## config.mk

```make
export PLATFORM = sky130hd
export DESIGN_NAME = sonet_frame_acq
export DESIGN_NICKNAME = d
export VERILOG_FILES = /design/src/rtl/fa_pkg.sv /design/src/rtl/fa_history.sv /design/src/rtl/fa_matcher.sv /design/src/rtl/fa_sync_fsm.sv /design/src/rtl/fa_lof_timer.sv /design/src/rtl/sonet_frame_acq.sv
export SDC_FILE = /design/constraint.sdc
export NUM_CORES = 1
export LEC_CHECK = 0
export BUFFER_PORTS_ARGS = -buffer_cell sky130_fd_sc_hd__buf_4
export CAP_MARGIN = 20
export CORE_UTILIZATION = 40
export DETAILED_ROUTE_END_ITERATION = 16
export HOLD_SLACK_MARGIN = 0.06
export PLACE_DENSITY = 0.66
export SLEW_MARGIN = 15
export SYNTH_ARGS = -nofsm -noshare
export SYNTH_HDL_FRONTEND = slang
export SYNTH_SLANG_ARGS = --single-unit
```

## constraint.sdc

```tcl
create_clock -name clk -period 3.1 [get_ports clk]
set_input_delay 0.155 -clock clk [delete_from_list [all_inputs] [get_ports clk]]
set_output_delay 0.155 -clock clk [all_outputs]
set_load 0.05 [all_outputs]
```

## src/rtl/fa_pkg.sv

```systemverilog
`timescale 1ns/1ps
package fa_pkg;
  typedef enum logic [1:0] {
    ST_HUNT    = 2'd0,
    ST_PRESYNC = 2'd1,
    ST_SYNC    = 2'd2
  } fa_state_e;

  localparam int unsigned WIN_W = 48;
  localparam logic [47:0] PAT_LONG  = 48'hF6F6F6_282828;
  localparam logic [23:0] PAT_MID   = 24'h6F6_282;
  localparam logic [11:0] PAT_SHORT = 12'hD8A;

  // bits between the end of the compared window and frame byte 0
  function automatic int unsigned tail_lag(input logic [1:0] mode);
    case (mode)
      2'd0:    return 18;
      2'd1:    return 12;
      default: return 0;
    endcase
  endfunction
endpackage

```

## src/rtl/fa_history.sv

```systemverilog
`timescale 1ns/1ps
module fa_history #(
  parameter int unsigned WIN_W = 48
) (
  input  logic             clk,
  input  logic             rst_n,
  input  logic             bit_vld,
  input  logic             bit_in,
  output logic [WIN_W-1:0] win
);
  logic [WIN_W-2:0] hist_q;

  assign win = {hist_q, bit_in};

  always_ff @(posedge clk) begin
    if (!rst_n)       hist_q <= '0;
    else if (bit_vld) hist_q <= win[WIN_W-2:0];
  end
endmodule

```

## src/rtl/fa_matcher.sv

```systemverilog
`timescale 1ns/1ps
module fa_matcher
  import fa_pkg::*;
(
  input  logic [1:0]       mode,
  input  logic [WIN_W-1:0] win,
  output logic             hit
);
  always_comb begin
    case (mode)
      2'd0:    hit = (win[11:0] == PAT_SHORT);
      2'd1:    hit = (win[23:0] == PAT_MID);
      default: hit = (win[47:0] == PAT_LONG);
    endcase
  end
endmodule

```

## src/rtl/fa_sync_fsm.sv

```systemverilog
`timescale 1ns/1ps
module fa_sync_fsm
  import fa_pkg::*;
#(
  parameter int unsigned FRAME_BITS = 311040,
  parameter int unsigned ERR_SET    = 4,
  parameter int unsigned GOOD_CLR   = 2,
  localparam int unsigned POS_W     = $clog2(FRAME_BITS)
) (
  input  logic             clk,
  input  logic             rst_n,
  input  logic             bit_vld,
  input  logic             hit,
  input  logic [1:0]       mode,
  input  logic             auto_rf,
  input  logic             resync,
  input  logic             los,
  output fa_state_e        state_o,
  output logic [POS_W-1:0] pos_o,
  output logic             sef_o,
  output logic             frerr_o,
  output logic             wrap_o
);
  localparam int unsigned ERR_W  = $clog2(ERR_SET + 1);
  localparam int unsigned GOOD_W = $clog2(GOOD_CLR + 1);
  localparam logic [POS_W-1:0] LAST = POS_W'(FRAME_BITS - 1);

  fa_state_e         state_q;
  logic [POS_W-1:0]  pos_q, pos_inc, chk_pos, chk_nxt;
  logic [ERR_W-1:0]  errc_q;
  logic [GOOD_W-1:0] goodc_q;
  logic              sef_q, frerr_q, at_chk;

  assign chk_pos = POS_W'(FRAME_BITS - 1 - tail_lag(mode));
  assign chk_nxt = (chk_pos == LAST) ? '0 : chk_pos + 1'b1;
  assign pos_inc = (pos_q == LAST) ? '0 : pos_q + 1'b1;
  assign at_chk  = (pos_q == chk_pos);

  always_ff @(posedge clk) begin
    if (!rst_n) begin
      state_q <= ST_HUNT;
      pos_q   <= '0;
      errc_q  <= '0;
      goodc_q <= '0;
      sef_q   <= 1'b1;
      frerr_q <= 1'b0;
    end else begin
      frerr_q <= 1'b0;
      if (los || resync || (state_q == ST_SYNC && auto_rf && sef_q)) begin
        state_q <= ST_HUNT;
        errc_q  <= '0;
        goodc_q <= '0;
        if (los || resync) sef_q <= 1'b1;
        if (bit_vld) pos_q <= pos_inc;
      end else if (bit_vld) begin
        case (state_q)
          ST_HUNT: begin
            if (hit) begin
              state_q <= ST_PRESYNC;
              pos_q   <= chk_nxt;
            end else begin
              pos_q <= pos_inc;
            end
          end
          ST_PRESYNC: begin
            pos_q <= pos_inc;
            if (at_chk) begin
              if (hit) begin
                state_q <= ST_SYNC;
                sef_q   <= 1'b0;
                errc_q  <= '0;
                goodc_q <= '0;
              end else begin
                state_q <= ST_HUNT;
              end
            end
          end
          ST_SYNC: begin
            pos_q <= pos_inc;
            if (at_chk) begin
              if (!hit) begin
                frerr_q <= 1'b1;
                goodc_q <= '0;
                if (errc_q != ERR_W'(ERR_SET)) errc_q <= errc_q + 1'b1;
                if (errc_q >= ERR_W'(ERR_SET - 1)) sef_q <= 1'b1;
              end else begin
                errc_q <= '0;
                if (sef_q) begin
                  if (goodc_q >= GOOD_W'(GOOD_CLR - 1)) begin
                    sef_q   <= 1'b0;
                    goodc_q <= '0;
                  end else begin
                    goodc_q <= goodc_q + 1'b1;
                  end
                end
              end
            end
          end
          default: state_q <= ST_HUNT;
        endcase
      end
    end
  end

  assign state_o = state_q;
  assign pos_o   = pos_q;
  assign sef_o   = sef_q;
  assign frerr_o = frerr_q;
  assign wrap_o  = bit_vld && (pos_q == LAST);
endmodule

```

## src/rtl/fa_lof_timer.sv

```systemverilog
`timescale 1ns/1ps
module fa_lof_timer #(
  parameter int unsigned LOF_FRAMES = 24
) (
  input  logic clk,
  input  logic rst_n,
  input  logic tick,
  input  logic sef,
  input  logic los,
  output logic lof_o
);
  localparam int unsigned CNT_W = $clog2(LOF_FRAMES + 1);

  logic [CNT_W-1:0] cnt_q;
  logic             lof_q;

  always_ff @(posedge clk) begin
    if (!rst_n) begin
      cnt_q <= '0;
      lof_q <= 1'b1;
    end else if (los) begin
      cnt_q <= '0;
      lof_q <= 1'b1;
    end else if (tick) begin
      if (sef == lof_q) begin
        cnt_q <= '0;
      end else if (cnt_q == CNT_W'(LOF_FRAMES - 1)) begin
        cnt_q <= '0;
        lof_q <= ~lof_q;
      end else begin
        cnt_q <= cnt_q + 1'b1;
      end
    end
  end

  assign lof_o = lof_q;
endmodule

```

## src/rtl/sonet_frame_acq.sv

```systemverilog
`timescale 1ns/1ps
module sonet_frame_acq
  import fa_pkg::*;
#(
  parameter int unsigned FRAME_BYTES = 38880,
  parameter int unsigned LOF_FRAMES  = 24,
  parameter int unsigned ERR_SET     = 4,
  parameter int unsigned GOOD_CLR    = 2
) (
  input  logic       clk,
  input  logic       rst_n,
  input  logic       in_valid,
  input  logic       in_bit,
  input  logic [1:0] pat_mode,
  input  logic       auto_reframe,
  input  logic       resync,
  input  logic       los,
  output logic       out_valid,
  output logic [7:0] out_data,
  output logic       out_sof,
  output logic       frame_err,
  output logic       sef,
  output logic       lof
);
  localparam int unsigned FRAME_BITS = FRAME_BYTES * 8;
  localparam int unsigned POS_W      = $clog2(FRAME_BITS);

  logic [WIN_W-1:0] win;
  logic             hit, wrap, sef_int;
  fa_state_e        state;
  logic [POS_W-1:0] pos;

  fa_history #(.WIN_W(WIN_W)) u_hist (
    .clk(clk), .rst_n(rst_n), .bit_vld(in_valid), .bit_in(in_bit), .win(win)
  );

  fa_matcher u_match (.mode(pat_mode), .win(win), .hit(hit));

  fa_sync_fsm #(
    .FRAME_BITS(FRAME_BITS), .ERR_SET(ERR_SET), .GOOD_CLR(GOOD_CLR)
  ) u_fsm (
    .clk(clk), .rst_n(rst_n), .bit_vld(in_valid), .hit(hit), .mode(pat_mode),
    .auto_rf(auto_reframe), .resync(resync), .los(los),
    .state_o(state), .pos_o(pos), .sef_o(sef_int), .frerr_o(frame_err),
    .wrap_o(wrap)
  );

  fa_lof_timer #(.LOF_FRAMES(LOF_FRAMES)) u_lof (
    .clk(clk), .rst_n(rst_n), .tick(wrap), .sef(sef_int), .los(los),
    .lof_o(lof)
  );

  assign sef = sef_int;

  always_ff @(posedge clk) begin
    if (!rst_n) begin
      out_valid <= 1'b0;
      out_data  <= '0;
      out_sof   <= 1'b0;
    end else begin
      out_valid <= in_valid && (pos[2:0] == 3'd7);
      out_data  <= los ? 8'h00 : win[7:0];
      out_sof   <= in_valid && !los && (state == ST_SYNC) &&
                   (pos == POS_W'(7));
    end
  end
endmodule

```

==> impl_metrics.json, run 1 <==
{
  "status": "finished, final reports clean",
  "routed_wl_um": 9856,
  "synth_cell_type_count": 65,
  "drt_drc_violations_left": 0,
  "netlist_area_mm2": 0.004420,
  "cts_tree": "done",
  "startpoint_type": "register",
  "die_h_um": 107.1,
  "gp_congestion": 0.8272,
  "dr.pass1.iters": 5,
  "syn-instance-count": 504,
  "synth_nets": 526,
  "postLayoutCellArea_mm2": 0.004878,
  "cellPowerDensity_mw_per_mm2": 416.7,
  "cts_htree_levels": 3,
  "path_clk_slew_ns": 0.09,
  "grt_antenna_before_repair": 0,
  "detailed_place_hpwl_um": 6947,
  "routed_via_density": 5.680,
  "critPathKind": "register to register",
  "fp.dieW_um": 107.1,
  "muxShareOfSynthArea": 0.1087,
  "slowest_delay_ns": 0.57,
  "detailedPlace.worstSlack_ns": 0.4676,
  "yosys_warnings": 0,
  "path_max_fanout": 11,
  "tightestPinTransition_ns": 0.8224,
  "p_leak_nw": 1.818,
  "fmax_ghz": 0.3626,
  "post_synth_and_or_nand_nor_area_fraction": 0.2746,
  "start_util": 0.4096,
  "area.growth.synth_to_final_pct": 10.36,
  "timing.critical_path.to_type": "register",
  "seq_area_frac_synth": 0.4121,
  "post_synthesis_mean_instance_area_um2": 8.771,
  "cp_data_required_time_ns": 3.40,
  "startpoint": "u_hist.hist_q[42]",
  "detailedRoute.firstIterationViolations": 210,
  "worst_ep_arrival_time_ns": 3.05,
  "final-max-slew-violation-count": 0,
  "grt_first_pass_wirelength_um": 16750,
  "core_area_mm2": 0.01079,
  "clockBufferDepth": 2,
  "worstPathCellList": "nand4bb_1 > or4_1 > nor4_1 > a2bb2oi_1 > nor3_2 > a21oi_1 > a31oi_1",
  "io-pin-count": 22,
  "numClockSinks": 91,
  "holdPathEnd": "u_fsm.pos_o[1]",
  "post-cts-setup-buffer-count": 0,
  "cts_inserted_buffers": 9,
  "cell_depth_of_the_worst_min_delay_path": 3,
  "final_period_minus_worst_setup_slack_ns": 2.758,
  "synthArstFlopShare": 0,
  "skew_ns": 0.007548,
  "post_layout_nonfiller_instances": 663,
  "dr_total_vias": 3766,
  "clk_latency_worst_skew_pair_ns": 0.37,
  "timing_hold_violations_final": 0,
  "synth-xor-area-share": 0.007925,
  "gr-total-overflow": 0,
  "post_synth_fa_ha_maj_area_fraction": 0.03680,
  "holdCritStartpoint": "rst_n",
  "crit_slowest_cell": "sky130_fd_sc_hd__nor3_2",
  "timing.final.setup_violations": 0,
  "worstRegToRegCells": 7,
  "synth_edf_count": 0,
  "worstReg2RegEnd": "u_fsm.pos_o[15]",
  "num_rows": 38,
  "synth_top_family_by_area": "simple AND/OR/NAND/NOR gates",
  "crit-reg2reg-launch": "u_hist.hist_q[42]",
  "worst_slew_margin_rel": 0.4496,
  "via_count_of_the_first_global_routing_pass": 3545,
  "route.antenna.remaining_nets": 0,
  "total_inserted_antenna_cells": 0,
  "yosysTopAreaCellShare": 0.4121,
  "timing.final.ws_setup_ns": 0.3420,
  "design.die.area_mm2": 0.01148,
  "wl_per_cell_um": 14.87,
  "post_synth_most_frequent_cells": "91 x sky130_fd_sc_hd__dfxtp_1, 66 x sky130_fd_sc_hd__nor2_1, 48 x sky130_fd_sc_hd__mux2i_1",
  "yosys.cell_count.top_type": "sky130_fd_sc_hd__dfxtp_1",
  "grt_setup_unrepaired": "false",
  "max_cap_viol_count": 0,
  "synth.top_cells.by_area": "sky130_fd_sc_hd__dfxtp_1 41%, sky130_fd_sc_hd__mux2i_1 11%, sky130_fd_sc_hd__nor2_1 5.6%",
  "area_fraction_in_compound_gates_after_synthesis": 0.1243,
  "ys_seq_elements": 91,
  "grt_max_degree": 64,
  "vdd.ir_drop.worst_mv": 0.3043,
  "grt.total_usage": 0.1835,
  "worst-r2r-setup-slack_ns": 0.34,
  "place_area_mm2": 0.004693,
  "layout-drive-gt1-share": 0.1090,
  "final.setup.tns_ns": 0,
  "yosys_most_used_dff": "sky130_fd_sc_hd__dfxtp_1",
  "final_core_utilization": 0.4520,
  "hold_path.class": "input port to register",
  "num-nets-final": 540,
  "port_buffers": 21,
  "number_of_gates_resized_after_cts": 0,
  "layout_worst_path_cycle_share": 0.8897,
  "clk_root_buffer_cell": "sky130_fd_sc_hd__clkbuf_8",
  "synthDominantAreaCellType": "sky130_fd_sc_hd__dfxtp_1",
  "post-place-cells": 646
}
-- power by group --
part	switching, W	internal (W)
logic	0.0000729	0.0000409
clock network	0.000437	0.000300
registers	0.00000838	0.00117
total	0.000518	0.00151
-- kinds of logic after synthesis --
group                      after synthesis
and+or+nand+nor                        221
DFF                                     91
AOI/OAI and AO/OA                       89
muxes                                   48
buffers and inverters                   38
adders and majority gates               13
xor gates and xnor gates                 4
-- metal layers --
metal  vias up  global-route usage  share of wire
li1       1870                   -              -
met1      1815              0.2362           0.46
met2        65              0.2963           0.48
met3        16             0.04316          0.038
met4         0             0.07045          0.018
met5         -                   0              0
-- worst max path at each step --
| stage | end | cells after the start |
|---|---|---|
| after floorplan | u_fsm.pos_o[3] | 10 |
| after global placement | u_fsm.pos_o[18] | 7 |
| after detailed placement | u_fsm.pos_o[15] | 7 |
| after CTS | u_fsm.pos_o[15] | 7 |
| after global routing | u_fsm.pos_o[15] | 9 |
| final | u_fsm.pos_o[15] | 7 |
-- layout make-up --
cell class / instances / area, µm²
inverter: 12 / 45.04
timing repair buffer: 29 / 220.2
fill: 1065 / 5914
clock buffer: 10 / 127.6
tap: 140 / 175.2
multi-input combinational: 375 / 2441
sequential: 91 / 1822
clock inverter: 6 / 47.55
-- registers in the layout (all words and copies together) (netlist names) --
| name | count |
|---|---|
| u_fsm.pos_o | 19 |
| u_lof.cnt_q | 5 |
| u_fsm.sef_o | 1 |
| u_fsm.frerr_o | 1 |
| u_hist.hist_q | 47 |
| u_fsm.state_o | 2 |
| out_data | 8 |
| u_lof.lof_o | 1 |
| u_fsm.goodc_q | 2 |
| out_sof | 1 |
| out_valid | 1 |
| u_fsm.errc_q | 3 |
-- critical path: cells and delay by family, from the launching register on --
| family | cells | cell delay [ns] |
|---|---|---|
| compound gates | 3 | 0.64 |
| flops | 1 | 0.33 |
| simple gates | 4 | 1.71 |
-- cells in the final DEF, fill, tap and decap left out, types with 3 or more instances in the layout --
cell type | synthesis | layout
sky130_fd_sc_hd__ha_1 | 13 | 13
sky130_fd_sc_hd__dfxtp_1 | 91 | 91
sky130_fd_sc_hd__nand2b_1 | 3 | 3
sky130_fd_sc_hd__inv_6 | 0 | 3
sky130_fd_sc_hd__or3_1 | 3 | 3
sky130_fd_sc_hd__nor2_1 | 66 | 66
sky130_fd_sc_hd__nor3_1 | 16 | 16
sky130_fd_sc_hd__clkbuf_8 | 0 | 9
sky130_fd_sc_hd__xnor2_1 | 3 | 3
sky130_fd_sc_hd__nand3_1 | 21 | 21
sky130_fd_sc_hd__and3_1 | 7 | 7
sky130_fd_sc_hd__o21ai_0 | 20 | 20
sky130_fd_sc_hd__mux2i_1 | 48 | 48
sky130_fd_sc_hd__a21oi_1 | 34 | 34
sky130_fd_sc_hd__nand4_1 | 13 | 13
sky130_fd_sc_hd__or4_1 | 3 | 3
sky130_fd_sc_hd__buf_4 | 0 | 28
sky130_fd_sc_hd__and2_1 | 11 | 11
sky130_fd_sc_hd__inv_1 | 11 | 11
sky130_fd_sc_hd__o21a_1 | 3 | 3
sky130_fd_sc_hd__a211oi_1 | 4 | 4
sky130_fd_sc_hd__nand4b_1 | 7 | 7
sky130_fd_sc_hd__nand2_1 | 30 | 30
sky130_fd_sc_hd__nor4_1 | 14 | 14
sky130_fd_sc_hd__a31oi_1 | 7 | 7
sky130_fd_sc_hd__nor4bb_1 | 4 | 4
sky130_fd_sc_hd__and4_1 | 3 | 3
-- repair_timing --
item,in CTS,in global routing
endpoints found under the hold margin,2,0
hold buffers,1,0
setup endpoints to repair,0,0
-- stage by stage --
| step | power (W) | hold WS (ns) |
|---|---|---|
| 6_report | 0.002033 | 0.1078 |
| 5_1_grt | 0.002114 | 0.09651 |
| 4_1_cts | 0.002058 | 0.09394 |
| 3_5_place_dp | 0.001323 | 0.3962 |
| 3_3_place_gp | 0.001322 | 0.3949 |
| 2_1_floorplan | 0.001287 | 0.2767 |
No activity file was read; power rests on OpenSTA's default activity.
==> run 2: changes to the inputs <==
- SYNTH_HIERARCHICAL: not set -> 1
==> run 2 against run 1 <==
Final cell count fell by 2.1%. Clock power rose by 51%. Worst setup slack improved by 0.039 ns. Cell area rose by 4.0%. Core utilization rose by 1.2 points. Total power rose by 18%. First-iteration DRC count rose by 5.7%. Sequential power barely moved. Maximum frequency rose by 1.4%. Area after synthesis rose by 2.6%. Critical endpoint is now u_fsm/goodc_q[1].
==> impl_metrics.json, run 2 <==
{
  "status": "finished, final reports clean",
  "fmax_ghz": 0.3677,
  "crit-reg2reg-launch": "u_hist/hist_q[3]",
  "max_ffs_per_register": 47,
  "cellPowerDensity_mw_per_mm2": 474.4,
  "power_switching_w": 0.0005506,
  "yosys.cell_count.top_type": "sky130_fd_sc_hd__dfxtp_1",
  "worstRegToRegCells": 8,
  "fp.dieW_um": 108.5,
  "netlist_area_mm2": 0.004537,
  "layout_worst_path_cycle_share": 0.8772,
  "gr-total-overflow": 0,
  "die_h_um": 108.5,
  "detailedRoute.firstIterationViolations": 222,
  "final.setup.tns_ns": 0,
  "postLayoutCellArea_mm2": 0.005072,
  "final_period_minus_worst_setup_slack_ns": 2.719,
  "numClockSinks": 91,
  "synth_cell_type_count": 62,
  "worst_ep_arrival_time_ns": 2.99,
  "yosys_most_used_dff": "sky130_fd_sc_hd__dfxtp_1",
  "worst-r2r-setup-slack_ns": 0.38,
  "worst_path_most_repeated_cell": "sky130_fd_sc_hd__mux2_2",
  "gp_congestion": 0.8705,
  "share_clk_of_total_power": 0.462,
  "seq_area_frac_synth": 0.4015,
  "slowest_delay_ns": 0.51,
  "p_leak_nw": 1.881,
  "total_inserted_antenna_cells": 0,
  "post-cts-setup-buffer-count": 0,
  "num-nets-final": 523,
  "most-common-layout-cells": "91 x sky130_fd_sc_hd__dfxtp_1, 53 x sky130_fd_sc_hd__nor2b_1, 52 x sky130_fd_sc_hd__mux2i_1",
  "wl_per_cell_um": 15.41,
  "hold_path.class": "input port to register",
  "dr_total_vias": 3697,
  "ys_seq_elements": 91,
  "skew_ns": 0.01028,
  "routed_wl_um": 9999,
  "holdPathEnd": "u_fsm/sef_o",
  "power.switching_fraction": 0.2288,
  "drt_drc_violations_left": 0,
  "yosys_warnings": 6,
  "grt_setup_unrepaired": "false",
  "detailedPlace.worstSlack_ns": 0.1089,
  "startpoint": "u_hist/hist_q[3]",
  "grt.total_usage": 0.1794,
  "io-pin-count": 22,
  "synth_edf_count": 0,
  "timing.critical_path.to_type": "register",
  "via_count_of_the_first_global_routing_pass": 3403,
  "grt_first_pass_wirelength_um": 16500,
  "critPathKind": "register to register",
  "post_synthesis_mean_instance_area_um2": 9.335,
  "port_buffers": 21,
  "p_comb_frac": 0.047,
  "timing_hold_violations_final": 0,
  "routed_via_density": 5.696,
  "path_max_fanout": 6,
  "area.growth.synth_to_final_pct": 11.80,
  "critPathTopFamily": "simple AND/OR/NAND/NOR gates",
  "cts_tree": "done",
  "worst_hold_slack_ns": 0.1314,
  "cp_data_required_time_ns": 3.37,
  "worstReg2RegEnd": "u_fsm/goodc_q[1]",
  "final-max-slew-violation-count": 0,
  "max_cap_viol_count": 0,
  "cell_depth_of_the_worst_min_delay_path": 3,
  "design.die.area_mm2": 0.01177,
  "detailed_place_hpwl_um": 6992,
  "timing.final.setup_violations": 0,
  "synthDominantAreaCellType": "sky130_fd_sc_hd__dfxtp_1",
  "crit_slowest_cell": "sky130_fd_sc_hd__or4b_1",
  "num_rows": 38,
  "start_util": 0.4149,
  "layout-drive-gt1-share": 0.1120,
  "max_flop_register": "u_hist/hist_q",
  "dr.pass1.iters": 5,
  "intPower_w": 0.001856,
  "worst_slew_margin_rel": 0.4741,
  "timing.final.ws_setup_ns": 0.3807,
  "grt_max_degree": 62,
  "tightestPinTransition_ns": 0.7889,
  "synth_nets": 505,
  "fillCellCount": 1063,
  "mostFrequentLayoutCell": "sky130_fd_sc_hd__dfxtp_1",
  "synth.top_cells.by_area": "sky130_fd_sc_hd__dfxtp_1 40%, sky130_fd_sc_hd__mux2i_1 11%, sky130_fd_sc_hd__nor2b_1 7.3%",
  "startpoint_type": "register",
  "clk_latency_worst_skew_pair_ns": 0.34,
  "yosysTopAreaCellShare": 0.4015,
  "syn-instance-count": 486,
  "grt_antenna_before_repair": 0,
  "holdCritStartpoint": "resync",
  "post_synth_most_frequent_cells": "91 x sky130_fd_sc_hd__dfxtp_1, 53 x sky130_fd_sc_hd__nor2b_1, 52 x sky130_fd_sc_hd__mux2i_1",
  "clk_root_buffer_cell": "sky130_fd_sc_hd__clkbuf_16",
  "share_of_power_burned_in_registers": 0.491,
  "place_area_mm2": 0.004750,
  "total_power_w": 0.002406,
  "clockBufferDepth": 2,
  "core_area_mm2": 0.01094,
  "vdd.ir_drop.worst_mv": 0.2122,
  "route.antenna.remaining_nets": 0,
  "path_clk_slew_ns": 0.07,
  "synthArstFlopShare": 0,
  "cts_htree_levels": 3,
  "worstPathCellList": "or4b_1 > or4_1 > o22ai_2 > mux2_2 > o211ai_1 > nor4_2 > mux2_2 > nor2_1",
  "cts_inserted_buffers": 9,
  "critPathBufInv": 0
}
run 2: cell types whose count changed after synthesis, sizes merged, moves of 4 or more:
cell | previous run | this run
mux2i | 48 | 52
clkbuf | 17 | 8
buf | 9 | 14
nor2 | 67 | 21
nand2 | 30 | 26
and3 | 7 | 11
nor2b | 1 | 53
a21oi | 34 | 24
nor3 | 17 | 11
o21ai | 21 | 12
run 2: power groups by stage:
stage / Sequential [W] / Clock (W) / Combinational, W
global route: 0.00118 / 0.00120 / 0.000122
global placement: 0.00121 / 0 / 0.000111
finish: 0.00118 / 0.00111 / 0.000112
CTS: 0.00118 / 0.00114 / 0.000112
floorplan: 0.00121 / 0 / 0.0000845
detailed placement: 0.00121 / 0 / 0.000111
run 2: logic make-up (layout without fill, tap and decap cells):
logic type,after synthesis,in the layout,synth area share
muxes,54,54,0.1197
buffers and inverters,36,59,0.05074
DFF,91,91,0.4015
and+or+nand+nor,215,215,0.2843
adders and majority gates,10,10,0.02758
AOI/OAI and AO/OA,75,75,0.1048
xor gates and xnor gates,5,5,0.01131
run 2: per-stage QoR:
step                  util  std cells
floorplan                -        486
global placement    0.4343        632
detailed placement  0.4343        632
CTS                 0.4627        649
global route        0.4638        649
finish              0.4638        649
run 2: tightest hold or removal path, delay by kind of cell:
kind | cells | cell delay, ns
mux | 1 | 0.11
simple gates | 1 | 0.05
buf+inv | 1 | 0.11
run 2: cell type report:
class,instances,area [µm²],share of cell area
multi-input cells,359,2502,0.4933
flip-flops and latches,91,1822,0.3592
clock buffers,10,229.0,0.04514
repair buffers,29,220.2,0.04341
well taps,140,175.2,0.03453
clock inverters,6,71.32,0.01406
inverters,14,52.55,0.01036
run 2: worst max-delay path by stage:
stage                            end  depth (start not counted)
finish              u_fsm/goodc_q[1]                          8
floorplan            u_fsm/pos_o[10]                          8
global route        u_fsm/goodc_q[1]                          9
detailed placement  u_fsm/goodc_q[1]                          9
global placement    u_fsm/goodc_q[1]                          9
CTS                 u_fsm/goodc_q[1]                          9
run 2: metal layers:
metal,part of all wire,GRT usage,up-vias,wire (µm)
li1,-,-,1814,-
met1,0.46,0.2285,1728,4589
met2,0.45,0.2848,136,4544
met3,0.070,0.05184,19,696
met4,0.017,0.06950,0,170
met5,0,0,-,0
run 2: repair_timing:
action / in CTS / in global routing
hold endpoints to repair: 1 / 0
gates resized for setup: 0 / 2
setup endpoints to repair: 0 / 2
hold buffers: 1 / 0
